`src/rtl/cfg_seq_pkg.sv`:
```
package cfg_seq_pkg;

    localparam int MODE_W  = 3;
    localparam int STATE_W = 3;

    // Latched mode value that blocks program-edge restarts
    localparam logic [MODE_W-1:0] MODE_SPI = 3'b010;

    typedef enum logic [STATE_W-1:0] {
        ST_RESET     = 3'd0,
        ST_CLEAR     = 3'd1,
        ST_WAIT_INIT = 3'd2,
        ST_CONFIG    = 3'd3,
        ST_ERROR     = 3'd4,
        ST_USER      = 3'd5
    } cfg_state_e;

endpackage

```
`src/rtl/cfg_sync.sv`:
```
module cfg_sync #(
    parameter int             W       = 1,
    parameter int             STAGES  = 2,
    parameter logic [W-1:0]   RST_VAL = '0
) (
    input  logic         clk,
    input  logic         rst_n,
    input  logic [W-1:0] d,
    output logic [W-1:0] q
);

    logic [W-1:0] pipe [STAGES];

    always_ff @(posedge clk or negedge rst_n) begin
        if (!rst_n) begin
            for (int i = 0; i < STAGES; i++) begin
                pipe[i] <= RST_VAL;
            end
        end else begin
            pipe[0] <= d;
            for (int i = 1; i < STAGES; i++) begin
                pipe[i] <= pipe[i-1];
            end
        end
    end

    assign q = pipe[STAGES-1];

endmodule

```
`src/rtl/cfg_clear_timer.sv`:
```
module cfg_clear_timer #(
    parameter int CLEAR_CYCLES = 8
) (
    input  logic clk,
    input  logic rst_n,
    input  logic run,
    input  logic restart,
    output logic done
);

    localparam int CW = (CLEAR_CYCLES < 2) ? 1 : $clog2(CLEAR_CYCLES);
    localparam logic [CW-1:0] LAST = CW'(CLEAR_CYCLES - 1);

    logic [CW-1:0] cnt;

    assign done = (cnt == LAST);

    always_ff @(posedge clk or negedge rst_n) begin
        if (!rst_n) begin
            cnt <= '0;
        end else if (!run || restart) begin
            cnt <= '0;
        end else if (!done) begin
            cnt <= cnt + 1'b1;
        end
    end

    // the count never passes its last value
    p_count_bound_r4: assert property (@(posedge clk) disable iff (!rst_n)
        cnt <= LAST);

    // a running, unfinished count advances by one each cycle
    p_count_steps_r4: assert property (@(posedge clk) disable iff (!rst_n)
        (run && !restart && !done) |=> (cnt == $past(cnt) + 1'b1));

endmodule

```
`src/rtl/cfg_seq_fsm.sv`:
```
module cfg_seq_fsm
    import cfg_seq_pkg::*;
(
    input  logic              clk,
    input  logic              rst_n,
    input  logic              prog_s,
    input  logic              init_s,
    input  logic              jtag_act,
    input  logic              cfg_err,
    input  logic              cfg_done_bit,
    input  logic [MODE_W-1:0] mode_sel,
    input  logic              clr_done,
    output logic              clr_run,
    output logic              clr_restart,
    output logic              init_drive_low,
    output logic              mem_clear,
    output logic              done_out,
    output cfg_state_e        state_o,
    output logic [MODE_W-1:0] mode_o
);

    cfg_state_e        state_q, state_d;
    logic [MODE_W-1:0] mode_q;
    logic              prog_q;
    logic              prog_fall;
    logic              edge_ok;

    assign prog_fall = prog_q & ~prog_s;
    assign edge_ok   = prog_fall & ~jtag_act & (mode_q != MODE_SPI)
                     & (state_q != ST_RESET);

    // Next-state selection
    always_comb begin
        state_d = state_q;
        if (edge_ok) begin
            state_d = ST_CLEAR;
        end else begin
            unique case (state_q)
                ST_RESET:     state_d = ST_CLEAR;
                ST_CLEAR:     if (clr_done && prog_s) state_d = ST_WAIT_INIT;
                ST_WAIT_INIT: if (init_s) state_d = ST_CONFIG;
                ST_CONFIG: begin
                    if (cfg_err)                     state_d = ST_ERROR;
                    else if (cfg_done_bit && init_s) state_d = ST_USER;
                end
                ST_ERROR:     state_d = ST_ERROR;
                ST_USER:      state_d = ST_USER;
                default:      state_d = ST_RESET;
            endcase
        end
    end

    // State register, program edge history and mode latch
    always_ff @(posedge clk or negedge rst_n) begin
        if (!rst_n) begin
            state_q <= ST_RESET;
            prog_q  <= 1'b1;
            mode_q  <= '0;
        end else begin
            state_q <= state_d;
            prog_q  <= prog_s;
            if ((state_q == ST_RESET) || edge_ok) begin
                mode_q <= mode_sel;
            end
        end
    end

    // Outputs
    always_comb begin
        init_drive_low = 1'b0;
        mem_clear      = 1'b0;
        done_out       = 1'b0;
        unique case (state_q)
            ST_RESET:     init_drive_low = 1'b1;
            ST_CLEAR: begin
                init_drive_low = 1'b1;
                mem_clear      = 1'b1;
            end
            ST_WAIT_INIT: ;
            ST_CONFIG:    ;
            ST_ERROR:     init_drive_low = 1'b1;
            ST_USER:      done_out = prog_s & init_s;
            default:      init_drive_low = 1'b1;
        endcase
    end

    assign clr_run     = (state_q == ST_CLEAR);
    assign clr_restart = edge_ok;
    assign state_o     = state_q;
    assign mode_o      = mode_q;

    p_prog_edge_restarts_r1: assert property (@(posedge clk) disable iff (!rst_n)
        edge_ok |=> (state_q == ST_CLEAR));

    p_jtag_blocks_r2: assert property (@(posedge clk) disable iff (!rst_n)
        (jtag_act && prog_fall && state_q == ST_USER) |=> (state_q == ST_USER));

    p_por_enters_clear_r3: assert property (@(posedge clk) disable iff (!rst_n)
        (state_q == ST_RESET) |=> (state_q == ST_CLEAR));

    p_prog_low_holds_r4: assert property (@(posedge clk) disable iff (!rst_n)
        (state_q == ST_CLEAR && !prog_s) |=> (state_q == ST_CLEAR && init_drive_low));

    p_wait_for_init_r5: assert property (@(posedge clk) disable iff (!rst_n)
        (state_q == ST_WAIT_INIT && !init_s && !edge_ok) |=> (state_q == ST_WAIT_INIT));

    p_error_entry_r6: assert property (@(posedge clk) disable iff (!rst_n)
        (state_q == ST_CONFIG && cfg_err && !edge_ok) |=> (state_q == ST_ERROR && init_drive_low));

    p_error_sticky_r6: assert property (@(posedge clk) disable iff (!rst_n)
        (state_q == ST_ERROR && !edge_ok) |=> (state_q == ST_ERROR));

    p_done_only_user_r7: assert property (@(posedge clk) disable iff (!rst_n)
        (state_q != ST_USER) |-> !done_out);

    p_mode_holds_r8: assert property (@(posedge clk) disable iff (!rst_n)
        (state_q != ST_RESET && !edge_ok) |=> $stable(mode_q));

    p_spi_ignores_prog_r9: assert property (@(posedge clk) disable iff (!rst_n)
        (mode_q == MODE_SPI && state_q == ST_USER && prog_fall) |=> (state_q == ST_USER));

endmodule

```
`src/rtl/cfg_seq_top.sv`:
```
module cfg_seq_top
    import cfg_seq_pkg::*;
#(
    parameter int CLEAR_CYCLES = 8,
    parameter int SYNC_STAGES  = 2
) (
    input  logic                clk,
    input  logic                rst_n,
    input  logic                prog_n,
    input  logic                jtag_act,
    input  logic                init_sense,
    input  logic                cfg_err,
    input  logic                cfg_done_bit,
    input  logic [MODE_W-1:0]   mode_sel,
    output logic                init_drive_low,
    output logic                done_out,
    output logic                mem_clear,
    output logic [STATE_W-1:0]  state_o,
    output logic [MODE_W-1:0]   mode_o
);

    logic [1:0] raw_in;
    logic [1:0] sync_out;
    logic       prog_s;
    logic       init_s;
    logic       clr_run;
    logic       clr_restart;
    logic       clr_done;
    cfg_state_e state;

    assign raw_in = {init_sense, prog_n};
    assign prog_s = sync_out[0];
    assign init_s = sync_out[1];

    // Program request resets to idle-high, sensed init line to low
    cfg_sync #(
        .W       (2),
        .STAGES  (SYNC_STAGES),
        .RST_VAL (2'b01)
    ) u_sync (
        .clk   (clk),
        .rst_n (rst_n),
        .d     (raw_in),
        .q     (sync_out)
    );

    cfg_clear_timer #(
        .CLEAR_CYCLES (CLEAR_CYCLES)
    ) u_timer (
        .clk     (clk),
        .rst_n   (rst_n),
        .run     (clr_run),
        .restart (clr_restart),
        .done    (clr_done)
    );

    cfg_seq_fsm u_fsm (
        .clk            (clk),
        .rst_n          (rst_n),
        .prog_s         (prog_s),
        .init_s         (init_s),
        .jtag_act       (jtag_act),
        .cfg_err        (cfg_err),
        .cfg_done_bit   (cfg_done_bit),
        .mode_sel       (mode_sel),
        .clr_done       (clr_done),
        .clr_run        (clr_run),
        .clr_restart    (clr_restart),
        .init_drive_low (init_drive_low),
        .mem_clear      (mem_clear),
        .done_out       (done_out),
        .state_o        (state),
        .mode_o         (mode_o)
    );

    assign state_o = state;

    // held in reset, init is pulled low and nothing else is active
    p_reset_outputs_r11: assert property (@(posedge clk)
        !rst_n |-> (init_drive_low && !mem_clear && !done_out));

endmodule

```
`config.mk`:
```
export PLATFORM = sky130hd
export DESIGN_NAME = cfg_seq_top
export DESIGN_NICKNAME = d
export VERILOG_FILES = /design/src/rtl/cfg_seq_pkg.sv /design/src/rtl/cfg_sync.sv /design/src/rtl/cfg_clear_timer.sv /design/src/rtl/cfg_seq_fsm.sv /design/src/rtl/cfg_seq_top.sv
export SDC_FILE = /design/constraint.sdc
export NUM_CORES = 1
export LEC_CHECK = 0
export CORE_UTILIZATION = 40
export CTS_CLUSTER_SIZE = 40
export DETAILED_ROUTE_END_ITERATION = 10
export MAX_ROUTING_LAYER = met4
export PLACE_DENSITY_LB_ADDON = 0.3
export SLEW_MARGIN = 20
export SYNTH_ARGS = -nofsm -noshare
export SYNTH_HDL_FRONTEND = slang
export SYNTH_SLANG_ARGS = --single-unit
```
`constraint.sdc`:
```
create_clock -name clk -period 1.35 [get_ports clk]
set_input_delay 0.27 -clock clk [delete_from_list [all_inputs] [get_ports clk]]
set_output_delay 0.27 -clock clk [all_outputs]
set_load 0.01 [all_outputs]
```
Yosys cells after proc, flatten, opt, wreduce, memory -nomap -nowiden

Index checks and enable logic that the tools add are counted.

Input bits: 10
Register bits after elaboration: 14
Logic and storage cells: 45
Output and inout bits: 9

Bitwise operators: 7
Multiplexer cells: 11
Add/subtract/negate cells: 1
Reductions and logical operators: 9
Eq/ne operators: 11

Operators with widths:

| operator                                                         | count |
|---|---|
| 3-bit 2-to-1 mux                                                 | 7 |
| 3-bit one-hot mux with 6 select lines                            | 1 |
| 3-bit == test (second input constant)                            | 3 |
| 3-bit by 2-bit == test with 1-bit output (second input constant) | 2 |
| 3-bit by 2-bit != test with 1-bit output (second input constant) | 2 |
| 1-bit AND                                                        | 5 |
| 4-bit by 2-bit != test with 1-bit output (second input constant) | 1 |
| 3-bit by 1-bit adder with 3-bit output (second input constant)   | 1 |
| 3-bit by 1-bit == test with 1-bit output (second input constant) | 1 |
| 3-bit zero test                                                  | 1 |
| 1-bit 2-to-1 mux                                                 | 3 |
| 3-bit by 1-bit != test with 1-bit output (second input constant) | 1 |
| 3-bit AND reduction                                              | 1 |
| 3-bit nonzero test                                               | 1 |
| 3-bit OR reduction                                               | 1 |
| 1-bit logical AND                                                | 2 |
| 1-bit logical OR                                                 | 2 |
| 2-bit != test (second input constant)                            | 1 |
| 1-bit inverter                                                   | 2 |
| 1-bit zero test                                                  | 1 |

Depth between registers and ports, before layout

Gate-level depths: netlist (run 1).

Depth in word-level cells: 7
Depth in mapped cells: 7
Mapped depth without buffers: 6

Hierarchy

Synthesis (run 1) repeated with hierarchy kept, for this count alone.

Cell total of the unflattened synthesis: 59
Area, all modules: 668.1 µm²

By module, submodules not included:

| module          | seq. area each (µm²) | cells each | instances | area an instance (µm²) |
|---|---|---|---|---|
| cfg_seq_fsm     | 176.4                | 41         | 1         | 404.1 |
| cfg_clear_timer | 75.1                 | 12         | 1         | 146.4 |
| cfg_sync        | 102.6                | 6          | 1         | 117.6 |

Worst setup path before layout (run 1)

Ideal clock, no wire load.

Path type: reg2reg
Start: register u_fsm.mode_q[0], in the netlist u_fsm.mode_o[0]
End: register u_fsm.mode_q[0], in the netlist u_fsm.mode_o[0]
Stages on the path, launching flop included: 5
Required time: 1.222 ns
Clock period less this slack: 1.442 ns
Buffers on the path: 0
Slack: -0.092 ns
Library setup time: 0.128 ns
Data arrival time: 1.314 ns
Cell sequence: dfrtp_1 nor3b_1 nor4b_4 nor2_2 mux2_1

Longest elaborated chain between the ends: 4

Ends and longest elaborated chain:

| item                                     | RTL line          | source |
|---|---|---|
| from (decl)                              | cfg_seq_fsm.sv:23 | `logic [MODE_W-1:0] mode_q;` |
| from (signal assigned)                   | cfg_seq_fsm.sv:63 | `mode_q <= mode_sel;` |
| 3-bit by 2-bit != test with 1-bit output | cfg_seq_fsm.sv:29 | `assign edge_ok = prog_fall & ~jtag_act & (mode_q != MODE_SPI)` |
| 1-bit AND                                | cfg_seq_fsm.sv:29 |  |
| 1-bit AND                                | cfg_seq_fsm.sv:30 | `& (state_q != ST_RESET);` |
| 1-bit logical OR                         | cfg_seq_fsm.sv:62 | `if ((state_q == ST_RESET) \|\| edge_ok) begin` |

Every way passes these cells.
A chain may end at the register's enable or synchronous reset.

Worst setup path in the final report (run 1)

Start: register u_fsm.state_q[0], in the netlist u_fsm.state_o[0]
End: output port mem_clear

Longest elaborated chain between the ends: 2

Ends and longest elaborated chain:

| item                                     | RTL line          | source |
|---|---|---|
| from (decl)                              | cfg_seq_fsm.sv:22 | `cfg_state_e state_q, state_d;` |
| from (signal assigned)                   | cfg_seq_fsm.sv:60 | `state_q <= state_d;` |
| 3-bit by 1-bit == test with 1-bit output | cfg_seq_fsm.sv:73 | `unique case (state_q)` |
| 1-bit 2-to-1 mux                         | cfg_seq_fsm.sv:73 |  |
| to (decl)                                | cfg_seq_top.sv:17 | `output logic mem_clear,` |

Every way passes these cells.

==> results of run 1 <==
layout make-up:
cell class / count / area share
repair buffers: 36 / 0.276
well taps: 16 / 0.0181
inverters: 2 / 0.00680
flip-flops and latches: 14 / 0.323
multi-input cells: 36 / 0.343
clock buffers: 4 / 0.0328
final timing paths:
kind	to	slack, ns
worst min register to register	u_sync.q[1]	0.35
max in group asynchronous	u_sync.pipe[2]	0.82
min in group clk	u_sync.q[1]	0.35
worst min-delay path	u_fsm.mode_o[2]	0.29
worst max register to register	u_fsm.mode_o[2]	-0.03
worst max-delay path	mem_clear	-0.08
metal layers:
metal,share of wire,vias up
met3,0.042,2
met1,0.42,250
met5,0,-
li1,-,266
met4,0.0061,0
met2,0.53,16
Yosys cell counts, types with 2 or more instances:
library cell,number
dfstp_2,3
dfrtp_1,11
nor3_1,2
ha_1,2
inv_1,2
nor2b_1,2
nor2_1,6
a21oi_1,4
mux2_1,3
clkbuf_1,3
mux2i_1,3
nand2b_1,3
critical path: stages, from the launching register on:
cell and delay (ns):
dfrtp_1 0.36, inv_2 0.07, buf_4 0.14, nor3_4 0.17, buf_2 0.15
power breakdown:
part / switching (uW) / internal, uW
logic: 474 / 630
registers: 113 / 549
clock network: 130 / 164
flip-flops by register name, summed over array words and instances, names as in the netlist:
| register | flops |
|---|---|
| u_fsm.mode_o | 3 |
| u_fsm.state_o | 3 |
| u_timer.cnt | 3 |
| u_sync.pipe | 2 |
| u_sync.q | 2 |
| u_fsm.prog_q | 1 |
through the flow:
stage          cells  power, uW  hold WS, ns  setup slack (ns)  setup TNS [ns]
2_1_floorplan     55       1050      -0.0256           -0.0415          -0.124
5_1_grt          108       2190        0.296            -0.168          -0.804
6_report         108       2060        0.289           -0.0832          -0.280
4_1_cts          105       1880        0.284            -0.160          -0.523
3_3_place_gp      98       1470        0.332            -0.191           -1.57
3_5_place_dp      98       1510        0.335            -0.238           -1.72
what timing repair did:
item | 4_1_cts | 5_1_grt
setup buffers | 4 | 3
gates resized for setup | 26 | 24
setup endpoints to repair | 12 | 14
pin swaps | 7 | 7
hold buffers | 0 | 0
cell families (layout without fill, tap and decap cells):
family / Yosys count / count (layout) / synth area share
flip-flops: 14 / 14 / 0.548
AND/OR/NAND/NOR: 19 / 19 / 0.194
buffers and inverters: 5 / 42 / 0.0291
AO/OA/AOI/OAI: 8 / 8 / 0.0775
adder cells (fa/ha/maj): 2 / 2 / 0.0388
multiplexers: 6 / 6 / 0.0988
XOR/XNOR: 1 / 1 / 0.0136
==> impl_metrics.json, run 1 <==
{
  "synth-edff-count": 0,
  "io_pins": 19,
  "max_freq_mhz": 698,
  "grt_pass1_vias": 529,
  "maxCapViolCount": 0,
  "place_area_sq_um": 936,
  "hold_viol": 0,
  "cts_buffers": 3,
  "yosysWarnings": 0,
  "hp-class": "input pin to async pin",
  "seq_area_sq_um": 357,
  "multi_input_area_sq_um": 379,
  "std_cell_rows": 14,
  "fin_nets": 105,
  "port_buffers": 18,
  "cellPowerDensity_nw_per_um2": 1860,
  "p_leak_uw": 0.000503,
  "n_antenna_cell": 0,
  "syn_avg_cell_area_sq_um": 11.7,
  "synth_area_sq_um": 646,
  "drive_gt1_frac": 0.543,
  "grt_pass1_wl_mm": 2.26,
  "clockBufferDepth": 2,
  "worst_slew_pin_slew_ns": 0.288,
  "violations": "setup timing",
  "die-width_um": 42.2,
  "synthToLayoutAreaGrowth_pct": 71.1,
  "grt-ovfl-total": 0,
  "relSlewSlack": 0.807,
  "period_minus_slack_ns": 1.43,
  "crit_required_ns": 1.08,
  "setup_violations": 6,
  "start_kind": "register",
  "gr-max-usage-layer": "met2",
  "drtAntennaViolNets": 0,
  "cp-startpoint": "u_fsm.state_o[0]",
  "worstRegToRegCells": 5,
  "synth_nets": 67,
  "setup_ws_ns": -0.0832,
  "die_area_sq_um": 1780,
  "gp_congestion": 0.754,
  "clkTransAtPathRegs_ns": 0.08,
  "finalInstanceArea_sq_um": 1100,
  "fin_skew_ns": 0.00277,
  "post-route-util": 0.733,
  "slew_viol_final": 0,
  "critical_path_class": "register to primary output",
  "wire_per_inst_um": 13.6,
  "r2r-start": "u_fsm.state_o[1]",
  "rsz0062_at_grt": "yes",
  "grt.met1_usage": 0.219,
  "cts_max_level": 1,
  "yosysUniqueCellTypes": 23,
  "clk_latency_ns": 0.27,
  "synthArstFlopShare": 1.00,
  "ys.flop_type": "dfrtp_1",
  "grt_max_degree": 15,
  "syn_inst": 55,
  "initial_core_util": 0.429,
  "grt_usage": 0.176,
  "synth_area_leader_cell": "dfrtp_1",
  "clock_sinks": 14,
  "clock-root-buffer": "clkbuf_4",
  "final.fill_count": 99,
  "vias_per_cell": 4.94,
  "die_h_um": 42.2,
  "grt_antenna_before_repair": 0,
  "dpl.hpwl_um": 976,
  "num_vias": 534,
  "period_share": 1.06,
  "crit_path_end_kind": "primary output",
  "use_met2": 0.286,
  "yosysSeqAreaShare": 0.548,
  "drc": 0,
  "drt_iter0_markers": 1,
  "mostFrequentLayoutCell": "buf_4",
  "grt_use_met3": 0.0129,
  "worst_ep_arrival_time_ns": 1.16,
  "yosysTopAreaCellShare": 0.426,
  "wl_mm": 1.47,
  "synthTopCellsByArea": "dfrtp_1 (43%), dfstp_2 (12%), mux2_1 (5.2%)",
  "tritoncts": "yes",
  "drtPass1Iterations": 4,
  "path_max_fanout": 3,
  "core_region_area_sq_um": 1510,
  "final_cell_mix": "buf_4 (13), clkdlybuf4s50_1 (9), dfrtp_1 (9)",
  "peakVddDrop_mv": 1.11,
  "outcome": "finished, violations left",
  "synth-seq-cells": 14
}
No activity file was read; power rests on OpenSTA's default activity.
==> inputs of run 2 (changes only) <==
--- a/config.mk
+++ b/config.mk
@@ -5,6 +5,7 @@
 export SDC_FILE = /design/constraint.sdc
 export NUM_CORES = 1
 export LEC_CHECK = 0
+export ABC_CLOCK_PERIOD_IN_PS = 1350
 export CORE_UTILIZATION = 40
 export CTS_CLUSTER_SIZE = 40
 export DETAILED_ROUTE_END_ITERATION = 10
==> results of run 2 <==
Final layout, timing and power as in run 1 (identical DEF).
